### src/rtl/clkdet_pkg.sv
// Shared types and helpers for the clock-detect power-up sequencer.
// Assumes: the set of supported ratios is fixed at seven entries.
package clkdet_pkg;

    typedef enum logic [2:0] {
        ST_OFF   = 3'd0,
        ST_MEAS  = 3'd1,
        ST_REF   = 3'd2,
        ST_RAMP  = 3'd3,
        ST_MUTED = 3'd4,
        ST_PLAY  = 3'd5
    } seq_state_t;

    localparam int NUM_RATIOS = 7;
    localparam int RATIO_MAX  = 1152;

    typedef struct packed {
        logic       ok;
        logic [2:0] code;
    } ratio_res_t;

    // Nominal master clocks per frame for a ratio code.
    function automatic int unsigned ratio_nominal(input int idx);
        case (idx)
            0:       return 128;
            1:       return 192;
            2:       return 256;
            3:       return 384;
            4:       return 512;
            5:       return 768;
            default: return 1152;
        endcase
    endfunction

    // Map a measured count onto a ratio code within +/- tol.
    function automatic ratio_res_t classify_ratio(input int unsigned cnt,
                                                  input int unsigned tol);
        ratio_res_t res;
        int unsigned nom;
        res = '{ok: 1'b0, code: 3'd0};
        for (int i = 0; i < NUM_RATIOS; i++) begin
            nom = ratio_nominal(i);
            if (!res.ok && (cnt + tol >= nom) && (cnt <= nom + tol)) begin
                res.ok   = 1'b1;
                res.code = 3'(i);
            end
        end
        return res;
    endfunction

endpackage

### src/rtl/sync_edge.sv
// Synchroniser and rising-edge detector for one asynchronous clock line.
// Assumes: the sampled line toggles no faster than half the reference rate.
module sync_edge #(
    parameter int STAGES = 2
) (
    input  logic clk,
    input  logic rst_n,
    input  logic raw_in,
    output logic rise
);
    localparam int TOP = STAGES;

    logic [TOP:0] sh;

    // Shift the raw level through the synchroniser plus one history flop.
    always_ff @(posedge clk) begin
        if (!rst_n) sh <= '0;
        else        sh <= {sh[TOP-1:0], raw_in};
    end

    // A rising edge is the newest synchronised 1 after a 0.
    assign rise = sh[TOP-1] & ~sh[TOP];

endmodule

### src/rtl/clk_watch.sv
// Presence monitor: a clock is present until LOSS_CYC cycles pass
// with no rising edge. Assumes: rise is already synchronised.
module clk_watch #(
    parameter int LOSS_CYC = 64
) (
    input  logic clk,
    input  logic rst_n,
    input  logic rise,
    output logic present
);
    localparam int CW = $clog2(LOSS_CYC + 1);

    logic [CW-1:0] age;

    // Count cycles since the last edge, saturating at the loss limit.
    always_ff @(posedge clk) begin
        if (!rst_n)                        age <= CW'(LOSS_CYC);
        else if (rise)                     age <= '0;
        else if (age != CW'(LOSS_CYC))     age <= age + 1'b1;
    end

    assign present = (age != CW'(LOSS_CYC));


    present_after_rise_chk: assert property (@(posedge clk) disable iff (!rst_n)
        rise |=> present);

endmodule

### src/rtl/ratio_meter.sv
// Counts master-clock edges across one frame while enabled and classifies
// the result. Assumes: both edge inputs come from matched synchronisers.
module ratio_meter
    import clkdet_pkg::*;
#(
    parameter int RATIO_TOL = 4
) (
    input  logic       clk,
    input  logic       rst_n,
    input  logic       meas_en,
    input  logic       m_rise,
    input  logic       l_rise,
    output logic       done,
    output logic       ok,
    output logic [2:0] code
);
    localparam int CNT_W = $clog2(RATIO_MAX + RATIO_TOL + 2) + 1;

    logic             armed;
    logic [CNT_W-1:0] cnt;
    logic [CNT_W-1:0] meas_q;
    ratio_res_t       res;

    // Arm on a frame edge, count master edges, latch the count on the next frame edge.
    always_ff @(posedge clk) begin
        if (!rst_n) begin
            armed  <= 1'b0;
            cnt    <= '0;
            done   <= 1'b0;
            meas_q <= '0;
        end else if (!meas_en) begin
            armed <= 1'b0;
            cnt   <= '0;
            done  <= 1'b0;
        end else begin
            done <= 1'b0;
            if (l_rise) begin
                if (armed) begin
                    done   <= 1'b1;
                    meas_q <= cnt;
                end
                armed <= 1'b1;
                cnt   <= m_rise ? CNT_W'(1) : '0;
            end else if (armed && m_rise && (cnt != '1)) begin
                cnt <= cnt + 1'b1;
            end
        end
    end

    // Classify the latched count.
    always_comb begin
        res  = classify_ratio(32'(meas_q), RATIO_TOL);
        ok   = res.ok;
        code = res.code;
    end


    done_on_frame_chk: assert property (@(posedge clk) disable iff (!rst_n)
        done |-> $past(l_rise));


    done_needs_enable_chk: assert property (@(posedge clk) disable iff (!rst_n)
        !meas_en |=> !done);

endmodule

### src/rtl/clkdet_pwr_seq.sv
// Top: detects both clocks, measures the ratio, steps the power enables,
// waits out the ramp and unmutes after enough valid frames.
// Assumes: clk runs faster than twice the master clock frequency.
module clkdet_pwr_seq
    import clkdet_pkg::*;
#(
    parameter int MCLK_LOSS_CYC = 64,
    parameter int LRCK_LOSS_CYC = 65536,
    parameter int REF_WAIT_CYC  = 1024,
    parameter int RAMP_WAIT_CYC = 12_500_000,
    parameter int UNMUTE_FRAMES = 2000,
    parameter int RATIO_TOL     = 4,
    parameter int SYNC_STAGES   = 2
) (
    input  logic       clk,
    input  logic       rst_n,
    input  logic       mclk_in,
    input  logic       lrck_in,
    input  logic       data_valid,
    output logic       mod_rst,
    output logic       vref_en,
    output logic       dac_en,
    output logic [2:0] ratio_code,
    output logic       ratio_err,
    output logic       unmute
);
    localparam int TMR_MAX = (RAMP_WAIT_CYC > REF_WAIT_CYC) ? RAMP_WAIT_CYC : REF_WAIT_CYC;
    localparam int TMR_W   = $clog2(TMR_MAX + 1);
    localparam int FRM_W   = $clog2(UNMUTE_FRAMES + 1);

    logic [1:0] raw_vec;
    logic [1:0] rise_vec;
    logic [1:0] pres_vec;
    logic       clocks_ok;
    logic       m_done, m_ok;
    logic [2:0] m_code;

    seq_state_t       state;
    logic [TMR_W-1:0] tmr;
    logic [FRM_W-1:0] frm;
    logic [2:0]       code_q;
    logic             err_q;

    assign raw_vec = {lrck_in, mclk_in};

    // Channel 0 is the master clock, channel 1 the frame clock.
    for (genvar g = 0; g < 2; g++) begin : g_chan
        localparam int LOSS = (g == 0) ? MCLK_LOSS_CYC : LRCK_LOSS_CYC;
        sync_edge #(.STAGES(SYNC_STAGES)) u_sync (
            .clk    (clk),
            .rst_n  (rst_n),
            .raw_in (raw_vec[g]),
            .rise   (rise_vec[g])
        );
        clk_watch #(.LOSS_CYC(LOSS)) u_watch (
            .clk     (clk),
            .rst_n   (rst_n),
            .rise    (rise_vec[g]),
            .present (pres_vec[g])
        );
    end

    assign clocks_ok = &pres_vec;

    ratio_meter #(.RATIO_TOL(RATIO_TOL)) u_meter (
        .clk     (clk),
        .rst_n   (rst_n),
        .meas_en (state == ST_MEAS),
        .m_rise  (rise_vec[0]),
        .l_rise  (rise_vec[1]),
        .done    (m_done),
        .ok      (m_ok),
        .code    (m_code)
    );

    // Sequence state, stage timer, valid-frame counter and measurement result.
    always_ff @(posedge clk) begin
        if (!rst_n) begin
            state  <= ST_OFF;
            tmr    <= '0;
            frm    <= '0;
            code_q <= '0;
            err_q  <= 1'b0;
        end else begin
            unique case (state)
                ST_OFF: begin
                    tmr <= '0;
                    frm <= '0;
                    if (clocks_ok) state <= ST_MEAS;
                end
                ST_MEAS: begin
                    if (!clocks_ok) begin
                        state <= ST_OFF;
                    end else if (m_done) begin
                        if (m_ok) begin
                            state  <= ST_REF;
                            code_q <= m_code;
                            err_q  <= 1'b0;
                            tmr    <= '0;
                        end else begin
                            state <= ST_OFF;
                            err_q <= 1'b1;
                        end
                    end
                end
                ST_REF: begin
                    if (!clocks_ok) begin
                        state <= ST_OFF;
                    end else if (tmr == TMR_W'(REF_WAIT_CYC - 1)) begin
                        state <= ST_RAMP;
                        tmr   <= '0;
                    end else begin
                        tmr <= tmr + 1'b1;
                    end
                end
                ST_RAMP: begin
                    if (!clocks_ok) begin
                        state <= ST_OFF;
                    end else if (tmr == TMR_W'(RAMP_WAIT_CYC - 1)) begin
                        state <= ST_MUTED;
                        frm   <= '0;
                    end else begin
                        tmr <= tmr + 1'b1;
                    end
                end
                ST_MUTED: begin
                    if (!clocks_ok) begin
                        state <= ST_OFF;
                    end else if (!data_valid) begin
                        frm <= '0;
                    end else if (rise_vec[1]) begin
                        if (frm == FRM_W'(UNMUTE_FRAMES - 1)) state <= ST_PLAY;
                        else                                  frm   <= frm + 1'b1;
                    end
                end
                ST_PLAY: begin
                    if (!clocks_ok) begin
                        state <= ST_OFF;
                    end else if (!data_valid) begin
                        state <= ST_MUTED;
                        frm   <= '0;
                    end
                end
                default: state <= ST_OFF;
            endcase
        end
    end

    // Decode the power outputs from the sequence state.
    always_comb begin
        mod_rst = (state == ST_OFF) || (state == ST_MEAS) || (state == ST_REF);
        vref_en = (state == ST_REF) || (state == ST_RAMP) ||
                  (state == ST_MUTED) || (state == ST_PLAY);
        dac_en  = (state == ST_RAMP) || (state == ST_MUTED) || (state == ST_PLAY);
        unmute  = (state == ST_PLAY);
    end

    assign ratio_code = code_q;
    assign ratio_err  = err_q;


    dac_after_ref_chk: assert property (@(posedge clk) disable iff (!rst_n)
        $rose(dac_en) |-> $past(vref_en));


    loss_to_off_chk: assert property (@(posedge clk) disable iff (!rst_n)
        (state != ST_OFF && !clocks_ok) |=> (state == ST_OFF));


    mute_on_invalid_chk: assert property (@(posedge clk) disable iff (!rst_n)
        (unmute && !data_valid) |=> !unmute);


    err_blocks_ref_chk: assert property (@(posedge clk) disable iff (!rst_n)
        ratio_err |-> !vref_en);

endmodule

### config.mk
export PLATFORM = sky130hd
export DESIGN_NAME = clkdet_pwr_seq
export DESIGN_NICKNAME = d
export VERILOG_FILES = /design/src/rtl/clkdet_pkg.sv /design/src/rtl/sync_edge.sv /design/src/rtl/clk_watch.sv /design/src/rtl/ratio_meter.sv /design/src/rtl/clkdet_pwr_seq.sv
export SDC_FILE = /design/constraint.sdc
export NUM_CORES = 1
export LEC_CHECK = 0
export ABC_AREA = 1
export BUFFER_PORTS_ARGS = -buffer_cell sky130_fd_sc_hd__buf_2
export CORE_MARGIN = 10
export CORE_UTILIZATION = 35
export DETAILED_ROUTE_END_ITERATION = 8
export PLACE_DENSITY = 0.53
export SYNTH_ARGS = -nofsm -noshare
export SYNTH_HDL_FRONTEND = slang
export SYNTH_SLANG_ARGS = --single-unit
### constraint.sdc
create_clock -name clk -period 5.98 [get_ports clk]
set_input_delay 0.299 -clock clk [delete_from_list [all_inputs] [get_ports clk]]
set_output_delay 0.299 -clock clk [all_outputs]
set_load 0.02 [all_outputs]
After elaboration in Yosys (flattened, before gate mapping)
Index checks and enable logic that the tools add are counted.

Input bits: 5. Logic and storage cells: 164. Memories kept: 0. Latch bits: 0. Memory bits (writable): 0. Bits in read-only memories: 0. Flip-flop bits (word level): 98. Output and inout bits: 8.

$add $sub $neg: 6. Multipliers: 0. Mux-type cells: 48. Div/mod/pow operators: 0. Shift operators: 0. $lt $le $gt $ge: 14. Equality and inequality tests: 31. Reduce and logical (&&, ||, !) cells: 45. Bitwise logic cells: 5.

Operators by type and width (number): $mux 24 (7); $pmux 24 s4 (1); $mux 11 (8); $ge 32x10->1 const B (2); $ge 32x8->1 const B (2); $ge 32x9->1 const B (2); $pmux 11 s4 (1); $mux 3 (13); $mux 17 (2); $ge 32x11->1 const B (1); $mux 4 (7); $add 24x1->24 const B (1); $eq 24x10->1 const B (1); $eq 24x24->1 const B (1); $le 12x10->1 const B (2); $le 12x8->1 const B (2); $le 12x9->1 const B (2); $mux 12 (2); $ne 3x3->1 const B (7); $ne 2x2->1 const B (10); $pmux 3 s6 (1); $add 17x1->17 const B (1); $ne 17x17->1 const B (1); $reduce_and 8->1 (2); 30 further kinds (70).

Longest topological paths before layout
Depth after elaboration: 32. Depth in mapped cells: 18. Depth with buffers taken out: 17.

By module
Synthesis repeated with hierarchy kept, for this count alone.

Cells, all modules: 1013. Area, all modules: 6282.3 um2.

By module, submodules not included: clkdet_pwr_seq (sequential area each 840.8 um2, times used 1, cells an instance 502, area an instance 2989.1 um2); ratio_meter (sequential area each 520.5 um2, times used 1, cells an instance 283, area an instance 1764.2 um2); clk_watch at g_chan[1].u_watch (sequential area each 340.3 um2, times used 1, cells an instance 154, area an instance 988.4 um2); clk_watch at g_chan[0].u_watch (sequential area each 140.1 um2, times used 1, cells an instance 52, area an instance 355.3 um2); sync_edge (sequential area each 60.1 um2, times used 2, cells an instance 11, area an instance 92.6 um2).

Least setup slack after synthesis
Ideal clock, no wire load.

Kind: reg-to-reg. Start point: reg g_chan[1].u_watch.age[0]. End point: reg tmr[6]. Required time: 5868 ps. Stages on the path, launching flop included: 14. Buffers on the path: 1. Arrival time: 2006 ps. Setup slack: 3862 ps. Period minus slack after synthesis: 2118 ps. Setup time: 112 ps. Cells stage by stage: dfxtp_1 > inv_1 > ha_1 > nand3_1 > nor2_1 > nand2_1 > inv_1 > nor2_2 > inv_2 > a221oi_4 > clkbuf_1 > nand3_1 > nand2_1 > nor2_1.

Cells in the longest elaborated chain, start to end: 4. Elaborated cells between the ends (all ways): 6. Those cells by class: eq/ne (4); reduce/logical (2).

Ends and longest elaborated chain: start: declaration (RTL line clk_watch.sv:13) `logic [CW-1:0] age;`; start signal: assignment (RTL line clk_watch.sv:17) `if (!rst_n) age <= CW'(LOSS_CYC);`; start signal: assignment (RTL line clk_watch.sv:19) `else if (age != CW'(LOSS_CYC)) age <= age + 1'b1;`; $ne 17x17->1 * (RTL line clk_watch.sv:22) `assign present = (age != CW'(LOSS_CYC));`; $reduce_and 2->1 * (RTL line clkdet_pwr_seq.sv:63) `assign clocks_ok = &pres_vec;`; $ne 2x2->1 (no source line); $reduce_and 7->1 (no source line) *; end signal: assignment (RTL line clkdet_pwr_seq.sv:113) `tmr <= tmr + 1'b1;`; end signal: assignment (RTL line clkdet_pwr_seq.sv:123) `tmr <= tmr + 1'b1;`; end: declaration (RTL line clkdet_pwr_seq.sv:39) `logic [TMR_W-1:0] tmr;`.

Every way passes the cells marked *; elsewhere a longest branch is shown, timed or not. A chain may end at the register's enable or synchronous reset.

Final worst setup path
Start point: reg g_chan[1].u_watch.age[0]. End point: reg tmr[14].

The elaborated chain is that of the path after synthesis.

==> impl_metrics.csv <==
group,metric,value,unit
placed_design,dpl.cell_count,1057,
critical_path,r2r-end,"tmr[14]",
finish,fill_cells,1795,
sta,tightest_slew,1.070,ns
placed_design,hpwl,10140,µm
synthesis,seq_area_frac_synth,0.3401,
finish,most-common-layout-cells,"152 x nand2_1, 111 x nor2_1, 106 x inv_1",
route,drt-initial-drc-count,315,
floorplan,die_h,148.4,µm
power_and_ir_drop,p_leak,2.338,nW
synthesis,synth_mux_area_frac,0,
synthesis,synthAdderAreaFrac,0.02169,
critical_path,reg2reg_slack,2.96,ns
sta,slew_viol_final,0,
clock_tree,worstSkewPairLatency,0.35,ns
floorplan,die-area,0.02202,mm²
sta,rsz0062_at_grt,"false",
status,status,"complete, no violations",
global_routing,antenna_found_initial,0,
critical_path,critPathCapture,"tmr[14]",
placed_design,place_congestion,0.8635,
placed_design,io_buffers,12,
critical_path,cpMaxStageDelayCell,"a221oi_4",
sta,worst_clock_skew,0.007382,ns
synthesis,synth_compound_area_frac,0.1412,
clock_tree,cts_buffers,9,
global_routing,grtUsageTotal,0.1269,
floorplan,rows,46,
synthesis,ys.flop_type,"dfxtp_1",
critical_path,slowest_delay,0.88,ns
critical_path,start_kind,"flop",
finish,syn2layout_area_growth,8.156,%
floorplan,die_w,148.4,µm
critical_path,critPathMaxFanout,24,
critical_path,crit_path_end_kind,"flop",
clock_tree,cts_root_buf,"clkbuf_16",
synthesis,synth_xor_area_frac,0.03644,
synthesis,syn_inst,850,
synthesis,ys_ff_latch,98,
critical_path,reg2reg_depth,13,
sta,fin_crit_sh,0.5043,
clock_tree,cts.path.max_buffers,2,
critical_path,critPathKind,"flop to flop",
finish,drive_gt1_frac,0.08285,
worst_hold_path,hold_class,"input port to flop",
route,num_vias,5262,
route,drc,0,
critical_path,critPathLaunch,"g_chan[1].u_watch.age[0]",
finish,nNetsFinal,867,
critical_path,cp.required,6.27,ns
floorplan,num_io_pins,13,
critical_path,reg2reg_from,"g_chan[1].u_watch.age[0]",
route,postRouteAntennaNets,0,
route,firstDrtPassIters,5,
clock_tree,post_cts_buffers,0,
route,wire_per_inst,12.52,µm
clock_tree,htree_levels,3,
route,routed_wirelength,13430,µm
global_routing,grt_pass1_wl,23470,µm
global_routing,grt_max_degree,36,
floorplan,initial_core_util,0.3605,
critical_path,arrival,3.30,ns
clock_tree,tritoncts,"built",
synthesis,synth_top_family_by_area,"simple AND/OR/NAND/NOR gates",
sta,report.final.setup_viol,0,
global_routing,grt.overflow.total,0,
clock_tree,postCtsHoldBufs,0,
power_and_ir_drop,vdd_drop_max,0.2211,mV
global_routing,first_global_vias,4886,
clock_tree,clock-sinks,98,
finish,diodes,0,
sta,min_period,3.016,ns
clock_tree,clk_transition_reported_paths,0.07,ns
sta,slew_headroom,0.2866,
clock_tree,ctsResizeCount,0,
synthesis,yosys_warnings,0,
route,vias_per_cell,4.904,
synthesis,async_reset_ff_frac,0,
synthesis,syn_nets,865,
run,maxCapViolations,0,
synthesis,syn-mean-instance-area,6.786,µm²
synthesis,synth_edf_count,0,
floorplan,core_region_area,0.01600,mm²
power_and_ir_drop,pwr_density_cell,302.7,mW/mm²
synthesis,synth_simple_gate_area_frac,0.3625,
sta,tns,0,ns
critical_path,crit_path_cell_trace,"inv_1 -> ha_1 -> nand3_1 -> nor2_1 -> nand2_1 -> inv_1 -> nor2_2 -> inv_2 -> a221oi_4 -> o21ai_4 -> inv_1 -> nor2_1 -> nor2_1",
synthesis,ys_types,51,
finish,fin_cells,1073,
synthesis,syn-cell-area,0.005768,mm²
sta,fmax,331.6,MHz
finish,final_common_cell,"nand2_1",
sta,final-hold-violation-count,0,
metal layers:
layer | global-route usage | up-vias | part of all wire
li1 | - | 2824 | -
met4 | 0.03072 | 0 | 0.0080
met3 | 0.03641 | 11 | 0.041
met2 | 0.1991 | 73 | 0.44
met5 | 0 | - | 0
met1 | 0.1674 | 2354 | 0.51
sequential cells by signal, indices dropped and copies added, names as in the netlist:
register            flops
g_chan.u_watch.age     24
tmr                    24
u_meter.cnt            12
u_meter.meas_q         12
frm                    11
g_chan.u_sync.sh        6
ratio_code              3
state                   3
ratio_err               1
u_meter.armed           1
u_meter.done            1
area by class of cell:
class | instances | area, µm² | share of cell area
Clock inverter | 6 | 46.29 | 0.007421
Multi-Input combinational cell | 620 | 3241 | 0.5195
Clock buffer | 10 | 239.0 | 0.03831
Sequential cell | 98 | 1962 | 0.3145
Inverter | 110 | 412.9 | 0.06619
Tap cell | 216 | 270.3 | 0.04332
Timing Repair Buffer | 13 | 67.56 | 0.01083
worst max-delay path: cells and delay by family, from the launching register on:
family,cells,cell delay (ns)
AO/OA/AOI/OAI,2,1.27
adder cells (fa/ha/maj),1,0.19
buffers and inverters,4,0.53
flip-flops,1,0.35
AND/OR/NAND/NOR,6,0.59
power by group:
group / switching [W] / leakage, nW / total, W / internal [W]
combinational: 0.000395 / 1.40 / 0.000570 / 0.000175
clock: 0.000272 / 0.141 / 0.000571 / 0.000298
sequential: 0.0000509 / 0.794 / 0.000748 / 0.000697
total: 0.000718 / 2.34 / 0.00189 / 0.00117
kinds of logic (layout without fill, tap and decap cells):
logic type / count (synthesis) / in the layout
AND/OR/NAND/NOR: 444 / 444
AO/OA/AOI/OAI: 142 / 142
buffers and inverters: 132 / 139
flip-flops: 98 / 98
XOR/XNOR: 24 / 24
adder cells (fa/ha/maj): 10 / 10
cell usage after synthesis (all sizes together), types with 6 or more instances:
| cell type | number | area share |
|---|---|---|
| nand2 | 166 | 0.11 |
| dfxtp | 98 | 0.34 |
| nor3 | 31 | 0.029 |
| nand3 | 78 | 0.072 |
| a211oi | 6 | 0.0078 |
| nand4 | 18 | 0.023 |
| inv | 109 | 0.071 |
| xor2 | 20 | 0.030 |
| nor4 | 13 | 0.015 |
| clkbuf | 12 | 0.011 |
| ha | 10 | 0.022 |
| a21oi | 70 | 0.061 |
| nor2 | 119 | 0.087 |
| o21ai | 49 | 0.045 |
| or2 | 7 | 0.0076 |
| nand3b | 10 | 0.013 |
| buf | 10 | 0.015 |
through the flow:
stage	cell area [µm²]	power, W	utilization	hold WS [ns]	setup WS, ns
3_5_place_dp	5953	0.001331	0.3721	0.4076	2.982
5_1_grt	6238	0.002029	0.3899	0.1438	2.638
2_1_floorplan	5768	0.001245	-	0.3905	3.862
3_3_place_gp	5953	0.001336	0.3721	0.3973	3.003
6_report	6238	0.001888	0.3899	0.1394	2.964
4_1_cts	6238	0.001913	0.3899	0.1236	2.969
worst min-delay path by stage:
stage                                      start                endpoint  cells past startpoint
final                                    lrck_in  g_chan[1].u_sync.sh[0]                      3
after global routing                     lrck_in  g_chan[1].u_sync.sh[0]                      3
after CTS                                lrck_in  g_chan[1].u_sync.sh[0]                      3
after detailed placement  g_chan[1].u_sync.sh[0]  g_chan[1].u_sync.sh[1]                      2
after global placement    g_chan[0].u_sync.sh[0]  g_chan[0].u_sync.sh[1]                      2
after floorplan           g_chan[0].u_sync.sh[0]  g_chan[0].u_sync.sh[1]                      2
Note: power is estimated with default switching activity, not from simulation.
